<file path="config.mk">
export PLATFORM = sky130hd
export DESIGN_NAME = usersync_gen
export DESIGN_NICKNAME = d
export VERILOG_FILES = /design/src/rtl/usersync_pkg.sv /design/src/rtl/usersync_timebase.sv /design/src/rtl/usersync_regs.sv /design/src/rtl/usersync_window.sv /design/src/rtl/usersync_gen.sv
export SDC_FILE = /design/constraint.sdc
export NUM_CORES = 1
export LEC_CHECK = 0
export ABC_AREA = 1
export CORE_MARGIN = 4
export CORE_UTILIZATION = 65
export DETAILED_ROUTE_END_ITERATION = 16
export DONT_BUFFER_PORTS = 1
export PLACE_DENSITY = 0.81
export SLEW_MARGIN = 5
export SYNTH_ARGS = -nofsm -noshare
export SYNTH_HDL_FRONTEND = slang
export SYNTH_SLANG_ARGS = --single-unit
</file>
<file path="constraint.sdc">
create_clock -name clk -period 3.8 [get_ports clk]
set_clock_uncertainty 0.15 [all_clocks]
set_input_delay 0 -clock clk [delete_from_list [all_inputs] [get_ports clk]]
set_output_delay 0 -clock clk [all_outputs]
set_load 0.01 [all_outputs]
</file>
<file path="src/rtl/usersync_pkg.sv">
package usersync_pkg;

  typedef enum logic [1:0] {
    OP_NONE = 2'd0,
    OP_XOR  = 2'd1,
    OP_OR   = 2'd2,
    OP_AND  = 2'd3
  } merge_op_e;

  localparam int CTL_XOR_BIT = 0;
  localparam int CTL_OR_BIT  = 1;
  localparam int CTL_AND_BIT = 2;
  localparam int CTL_POL_BIT = 3;
  localparam int CTL_W       = 4;

  localparam logic [2:0] ADR_H_START = 3'd0;
  localparam logic [2:0] ADR_H_STOP  = 3'd1;
  localparam logic [2:0] ADR_V_START = 3'd2;
  localparam logic [2:0] ADR_V_STOP  = 3'd3;
  localparam logic [2:0] ADR_CTRL    = 3'd4;

  // Priority: AND over OR over XOR
  function automatic merge_op_e decode_op(input logic [2:0] ops);
    if (ops[CTL_AND_BIT])      return OP_AND;
    else if (ops[CTL_OR_BIT])  return OP_OR;
    else if (ops[CTL_XOR_BIT]) return OP_XOR;
    else                       return OP_NONE;
  endfunction

  function automatic logic merge(input merge_op_e op, input logic h, input logic v);
    case (op)
      OP_AND:  return h & v;
      OP_OR:   return h | v;
      OP_XOR:  return h ^ v;
      default: return 1'b0;
    endcase
  endfunction

endpackage

</file>
<file path="src/rtl/usersync_timebase.sv">
module usersync_timebase #(
  parameter int PIX_W  = 16,
  parameter int LINE_W = 15
) (
  input  logic              clk,
  input  logic              rst_n,
  input  logic [PIX_W-1:0]  total_pix,
  input  logic [LINE_W-1:0] lines_per_field,
  input  logic              interlace,
  output logic [PIX_W-1:0]  pix_cnt,
  output logic [LINE_W-1:0] line_cnt,
  output logic              even_field,
  output logic              line_start
);
  logic [PIX_W:0]  pix_inc;
  logic [LINE_W:0] line_inc;
  logic            line_wrap;

  assign pix_inc    = {1'b0, pix_cnt} + 1'b1;
  assign line_inc   = {1'b0, line_cnt} + 1'b1;
  assign line_start = (pix_inc >= {1'b0, total_pix});
  assign line_wrap  = (line_inc >= {1'b0, lines_per_field});

  always_ff @(posedge clk or negedge rst_n) begin
    if (!rst_n) begin
      pix_cnt    <= '0;
      line_cnt   <= '0;
      even_field <= 1'b0;
    end else if (line_start) begin
      pix_cnt <= '0;
      if (line_wrap) begin
        line_cnt   <= '0;
        even_field <= interlace & ~even_field;
      end else begin
        line_cnt <= line_inc[LINE_W-1:0];
      end
    end else begin
      pix_cnt <= pix_inc[PIX_W-1:0];
    end
  end
endmodule

</file>
<file path="src/rtl/usersync_regs.sv">
module usersync_regs
  import usersync_pkg::*;
#(
  parameter int PIX_W  = 16,
  parameter int LINE_W = 15,
  parameter int DATA_W = 16,
  parameter int ADDR_W = 3
) (
  input  logic              clk,
  input  logic              rst_n,
  input  logic              we,
  input  logic [ADDR_W-1:0] addr,
  input  logic [DATA_W-1:0] wdata,
  output logic [DATA_W-1:0] rdata,
  input  logic              load,
  output logic [PIX_W-1:0]  act_h_start,
  output logic [PIX_W-1:0]  act_h_stop,
  output logic [LINE_W-1:0] act_v_start,
  output logic [LINE_W-1:0] act_v_stop,
  output logic [CTL_W-1:0]  act_ctrl
);
  localparam logic [CTL_W-1:0] CTRL_RST = CTL_W'(1) << CTL_POL_BIT;

  logic [PIX_W-1:0]  st_h_start, st_h_stop;
  logic [LINE_W-1:0] st_v_start, st_v_stop;
  logic [CTL_W-1:0]  st_ctrl;

  always_ff @(posedge clk or negedge rst_n) begin
    if (!rst_n) begin
      st_h_start <= '0;
      st_h_stop  <= '0;
      st_v_start <= '0;
      st_v_stop  <= '0;
      st_ctrl    <= CTRL_RST;
    end else if (we) begin
      case (3'(addr))
        ADR_H_START: st_h_start <= wdata[PIX_W-1:0];
        ADR_H_STOP:  st_h_stop  <= wdata[PIX_W-1:0];
        ADR_V_START: st_v_start <= wdata[LINE_W-1:0];
        ADR_V_STOP:  st_v_stop  <= wdata[LINE_W-1:0];
        ADR_CTRL:    st_ctrl    <= wdata[CTL_W-1:0];
        default: ;
      endcase
    end
  end

  // Active copy reloads only at a line start
  always_ff @(posedge clk or negedge rst_n) begin
    if (!rst_n) begin
      act_h_start <= '0;
      act_h_stop  <= '0;
      act_v_start <= '0;
      act_v_stop  <= '0;
      act_ctrl    <= CTRL_RST;
    end else if (load) begin
      act_h_start <= st_h_start;
      act_h_stop  <= st_h_stop;
      act_v_start <= st_v_start;
      act_v_stop  <= st_v_stop;
      act_ctrl    <= st_ctrl;
    end
  end

  always_comb begin
    rdata = '0;
    case (3'(addr))
      ADR_H_START: rdata = DATA_W'(st_h_start);
      ADR_H_STOP:  rdata = DATA_W'(st_h_stop);
      ADR_V_START: rdata = DATA_W'(st_v_start);
      ADR_V_STOP:  rdata = DATA_W'(st_v_stop);
      ADR_CTRL:    rdata = DATA_W'(st_ctrl);
      default:     rdata = '0;
    endcase
  end
endmodule

</file>
<file path="src/rtl/usersync_window.sv">
module usersync_window
  import usersync_pkg::*;
#(
  parameter int PIX_W  = 16,
  parameter int LINE_W = 15
) (
  input  logic              clk,
  input  logic              rst_n,
  input  logic [PIX_W-1:0]  pix_cnt,
  input  logic [LINE_W-1:0] line_cnt,
  input  logic              even_field,
  input  logic [PIX_W-1:0]  h_start,
  input  logic [PIX_W-1:0]  h_stop,
  input  logic [LINE_W-1:0] v_start,
  input  logic [LINE_W-1:0] v_stop,
  input  logic [CTL_W-1:0]  ctrl,
  output logic              h_act,
  output logic              v_act,
  output logic              sync_out
);
  merge_op_e op;
  logic      merged;

  assign h_act  = (pix_cnt >= h_start) && (pix_cnt < h_stop);
  assign v_act  = (line_cnt >= v_start) && (line_cnt < v_stop) && !even_field;
  assign op     = decode_op(ctrl[CTL_AND_BIT:CTL_XOR_BIT]);
  assign merged = merge(op, h_act, v_act);

  always_ff @(posedge clk or negedge rst_n) begin
    if (!rst_n) sync_out <= 1'b1;
    else        sync_out <= merged ^ ctrl[CTL_POL_BIT];
  end
endmodule

</file>
<file path="src/rtl/usersync_gen.sv">
module usersync_gen
  import usersync_pkg::*;
#(
  parameter int PIX_W  = 16,
  parameter int LINE_W = 15,
  parameter int DATA_W = 16,
  parameter int ADDR_W = 3
) (
  input  logic              clk,
  input  logic              rst_n,
  input  logic [PIX_W-1:0]  total_pix,
  input  logic [LINE_W-1:0] lines_per_field,
  input  logic              interlace,
  input  logic              reg_we,
  input  logic [ADDR_W-1:0] reg_addr,
  input  logic [DATA_W-1:0] reg_wdata,
  output logic [DATA_W-1:0] reg_rdata,
  output logic              user_sync
);
  logic [PIX_W-1:0]  pix_cnt;
  logic [LINE_W-1:0] line_cnt;
  logic              even_field, line_start;
  logic [PIX_W-1:0]  act_h_start, act_h_stop;
  logic [LINE_W-1:0] act_v_start, act_v_stop;
  logic [CTL_W-1:0]  act_ctrl;
  logic              h_act, v_act;

  usersync_timebase #(.PIX_W(PIX_W), .LINE_W(LINE_W)) u_tb (
    .clk(clk), .rst_n(rst_n), .total_pix(total_pix),
    .lines_per_field(lines_per_field), .interlace(interlace),
    .pix_cnt(pix_cnt), .line_cnt(line_cnt), .even_field(even_field),
    .line_start(line_start)
  );

  usersync_regs #(.PIX_W(PIX_W), .LINE_W(LINE_W), .DATA_W(DATA_W), .ADDR_W(ADDR_W)) u_regs (
    .clk(clk), .rst_n(rst_n), .we(reg_we), .addr(reg_addr), .wdata(reg_wdata),
    .rdata(reg_rdata), .load(line_start),
    .act_h_start(act_h_start), .act_h_stop(act_h_stop),
    .act_v_start(act_v_start), .act_v_stop(act_v_stop), .act_ctrl(act_ctrl)
  );

  usersync_window #(.PIX_W(PIX_W), .LINE_W(LINE_W)) u_win (
    .clk(clk), .rst_n(rst_n), .pix_cnt(pix_cnt), .line_cnt(line_cnt),
    .even_field(even_field), .h_start(act_h_start), .h_stop(act_h_stop),
    .v_start(act_v_start), .v_stop(act_v_stop), .ctrl(act_ctrl),
    .h_act(h_act), .v_act(v_act), .sync_out(user_sync)
  );
endmodule

</file>
==> impl_metrics.json <==
{
  "grt_pass1_vias": 7768,
  "cts.sinks": 165,
  "first_pass_iters": 6,
  "grt_max_degree": 166,
  "gr-max-usage-layer": "met2",
  "ys_top_cells_by_area": "dfrtp_1, nand2_1, ha_1, o21ai_0, inv_1",
  "cts_hold_buf": 21,
  "synthMuxAreaShare_pct": 0,
  "synth_top_family_by_area": "simple AND/OR/NAND/NOR gates",
  "fillers": 1091,
  "worstMarginPinSlew_ps": 1060,
  "path_cells": "ha_4 -> nand3_2 -> nor3_4 -> nand2_1 -> nor2_1 -> inv_1 -> nor2_4 -> nand2_1 -> xor2_2 -> inv_1 -> ha_1 -> nand2_1 -> nor2_1 -> nand3_1 -> inv_1 -> nand2_1 -> nand4_1 -> nor2_2 -> nand2_4 -> buf_16 -> nand2_1 -> o21ai_0",
  "setup_viol": 0,
  "grtUsageMet2_pct": 44.6,
  "dr.first_iter.drc_count": 837,
  "critPathSlowestCell": "dfrtp_1",
  "core.rowCount": 44,
  "critPathMaxStageDelay_ps": 440,
  "drive_above_1_share_pct": 6.51,
  "fin_ws_ps": 321,
  "synthAdderAreaFrac_pct": 12.3,
  "synthesis.area_sq_um": 9680,
  "avgSynthCellArea_sq_um": 8.05,
  "ys_seq_area_share_pct": 42.7,
  "critPathCaptureType": "flop",
  "final_cell_area_sq_um": 10700,
  "ys.warnings.count": 0,
  "cts_buffer_depth": 2,
  "antenna_found_initial": 1,
  "die_area_sq_um": 16900,
  "synth_top_area_share_pct": 41.9,
  "cts_buffers": 17,
  "ios": 71,
  "dp_hpwl_um": 16500,
  "max_freq_mhz": 287,
  "setup.worst_path.class": "reg -> reg",
  "crit_top_cell": "nand2_1",
  "clk_pin_slew_ps": 70,
  "routedWlPerCell_um": 16.5,
  "final_hold_viol_count": 165,
  "num_vias": 8169,
  "ant_nets": 0,
  "yosys.area_share.simple_pct": 22.3,
  "wl_um": 23300,
  "fp.dieW_um": 130,
  "htree_levels": 4,
  "postPlaceCellArea_sq_um": 9800,
  "initial_core_util_pct": 66.4,
  "synth-compound-area-share_pct": 12.2,
  "hp-class": "in -> async",
  "async_flop_share_pct": 100,
  "r2r-start": "u_tb.pix_cnt[1]",
  "grt_use_met1_pct": 41.4,
  "synth_nets": 1352,
  "clock_latency_ps": 440,
  "final_cells": 1414,
  "powerDensity_nw_per_um2": 453,
  "p_leak_nw": 5.39,
  "cts_tree": "built",
  "drv_slew": 0,
  "drt-vias-per-instance": 5.78,
  "core_sq_um": 14600,
  "power_mw": 4.85,
  "cp_data_arrival_time_ps": 3640,
  "syn_inst": 1203,
  "syn_to_final_growth_pct": 10.4,
  "post-route-drc-count": 0,
  "cp.required_ps": 3960,
  "grt_pass1_wl_um": 38100,
  "synth_ff_type": "dfrtp_1",
  "pre_cts_slack_ps": 242,
  "whs_ps": -899,
  "die_h_um": 130,
  "start_kind": "flop",
  "r2r-end": "u_regs.act_v_start[5]",
  "fin_crit_sh_pct": 91.5,
  "gp_congestion": 0.887,
  "run_status": "finished with violations",
  "violations": "negative hold slack",
  "synth_common_cells": "nand2_1, inv_1, dfrtp_1",
  "drv_cap": 0,
  "ir_drop_mv": 0.510,
  "grt_overflow": 0,
  "yosysMostFrequentCell": "nand2_1",
  "period_minus_slack_ps": 3480,
  "ys_seq_elements": 165,
  "maxSlewHeadroom_pct": 28.8,
  "r2r_cells": 22,
  "dp_cells": 1357,
  "synthXorXnorAreaFrac_pct": 1.54,
  "crit_fanout": 68,
  "io_buffers": 0,
  "root_buffer": "clkbuf_16",
  "synth_edf_count": 0,
  "ys_types": 43,
  "reg2reg_slack_ps": 320,
  "nets": 1365,
  "grtUsageMet3_pct": 6.06,
  "synth.largest_area_cell": "dfrtp_1",
  "track_usage_pct": 28.8
}
-- worst max-delay path: cells and delay by family (launching register included) --
kind                     cells  cell delay (ps)
AND/OR/NAND/NOR             14             1600
adder cells (fa/ha/maj)      2              480
flip-flops                   1              440
buffers and inverters        4              410
XOR/XNOR                     1              150
AO/OA/AOI/OAI                1              100
-- stage by stage --
stage          hold WS [ps]  TNS (ps)  util [%]
5_1_grt                -924     -1.85      73.3
6_report               -899         0      73.3
3_5_place_dp           -441         0      67.2
2_1_floorplan          -446         0         -
3_3_place_gp           -440         0      67.2
4_1_cts                -917         0      72.8
-- cells in the final DEF, fill, tap and decap left out, drive strengths merged, types with 13 or more instances in the layout --
cell / instances
a21oi: 44
clkbuf: 18
dfrtp: 162
dlygate4sd3: 21
ha: 95
inv: 185
nand2: 324
nand3: 30
nand4: 46
nor2: 61
nor3: 13
o21ai: 161
-- report_power, final --
part,switching (mW),internal (mW)
sequential,0.206,1.94
combinational,0.531,0.363
clock,0.797,1.00
-- state kept, by name (all words and copies together) (netlist names) --
name / count
u_regs.act_ctrl: 4
u_regs.act_h_start: 16
u_win.sync_out: 1
u_regs.act_v_start: 15
u_regs.st_h_stop: 16
u_tb.pix_cnt: 16
u_tb.line_cnt: 15
u_regs.st_v_start: 15
u_regs.st_ctrl: 4
u_tb.even_field: 1
u_regs.st_h_start: 16
u_regs.act_v_stop: 15
u_regs.act_h_stop: 16
u_regs.st_v_stop: 15
-- how the worst max path moves through the flow --
stage          slack (ps)  cells past startpoint       startpoint                     to
3_3_place_gp          430                     19  u_tb.pix_cnt[2]        u_tb.even_field
6_report              320                     22  u_tb.pix_cnt[1]  u_regs.act_v_start[5]
3_5_place_dp          240                     20  u_tb.pix_cnt[0]  u_regs.act_v_start[7]
4_1_cts               170                     20  u_tb.pix_cnt[1]  u_regs.act_v_start[5]
5_1_grt                -2                     22  u_tb.pix_cnt[1]  u_regs.act_v_start[5]
2_1_floorplan         600                     22  u_tb.pix_cnt[0]     u_regs.act_ctrl[1]
-- routing by layer --
layer  part of all wire, %  vias up
met1                    44     3826
met5                     0        -
met4                   1.9        0
met2                    46      347
li1                      -     3950
met3                   8.2       46
-- kinds of logic after synthesis --
kind of cell	after synthesis
xor+xnor	17
flops	165
fa+ha+maj	95
simple gates	488
compound gates	223
buf+inv	215
-- layout make-up --
type / instances / area (sq um) / share of cell area [%]
Antenna cell: 1 / 2.50 / 0.0234
Multi-Input combinational cell: 823 / 4720 / 44.2
Clock buffer: 18 / 429 / 4.01
Timing Repair Buffer: 32 / 329 / 3.08
Sequential cell: 165 / 4140 / 38.7
Tap cell: 184 / 230 / 2.15
Inverter: 177 / 664 / 6.21
Clock inverter: 14 / 179 / 1.67
-- repair_timing --
item | 4_1_cts | 5_1_grt
endpoints found under the hold margin | 234 | 165
setup endpoints to repair | 0 | 96
setup buffers | 0 | 3
gates resized for setup | 0 | 12
No activity file was read; power rests on OpenSTA's default activity.
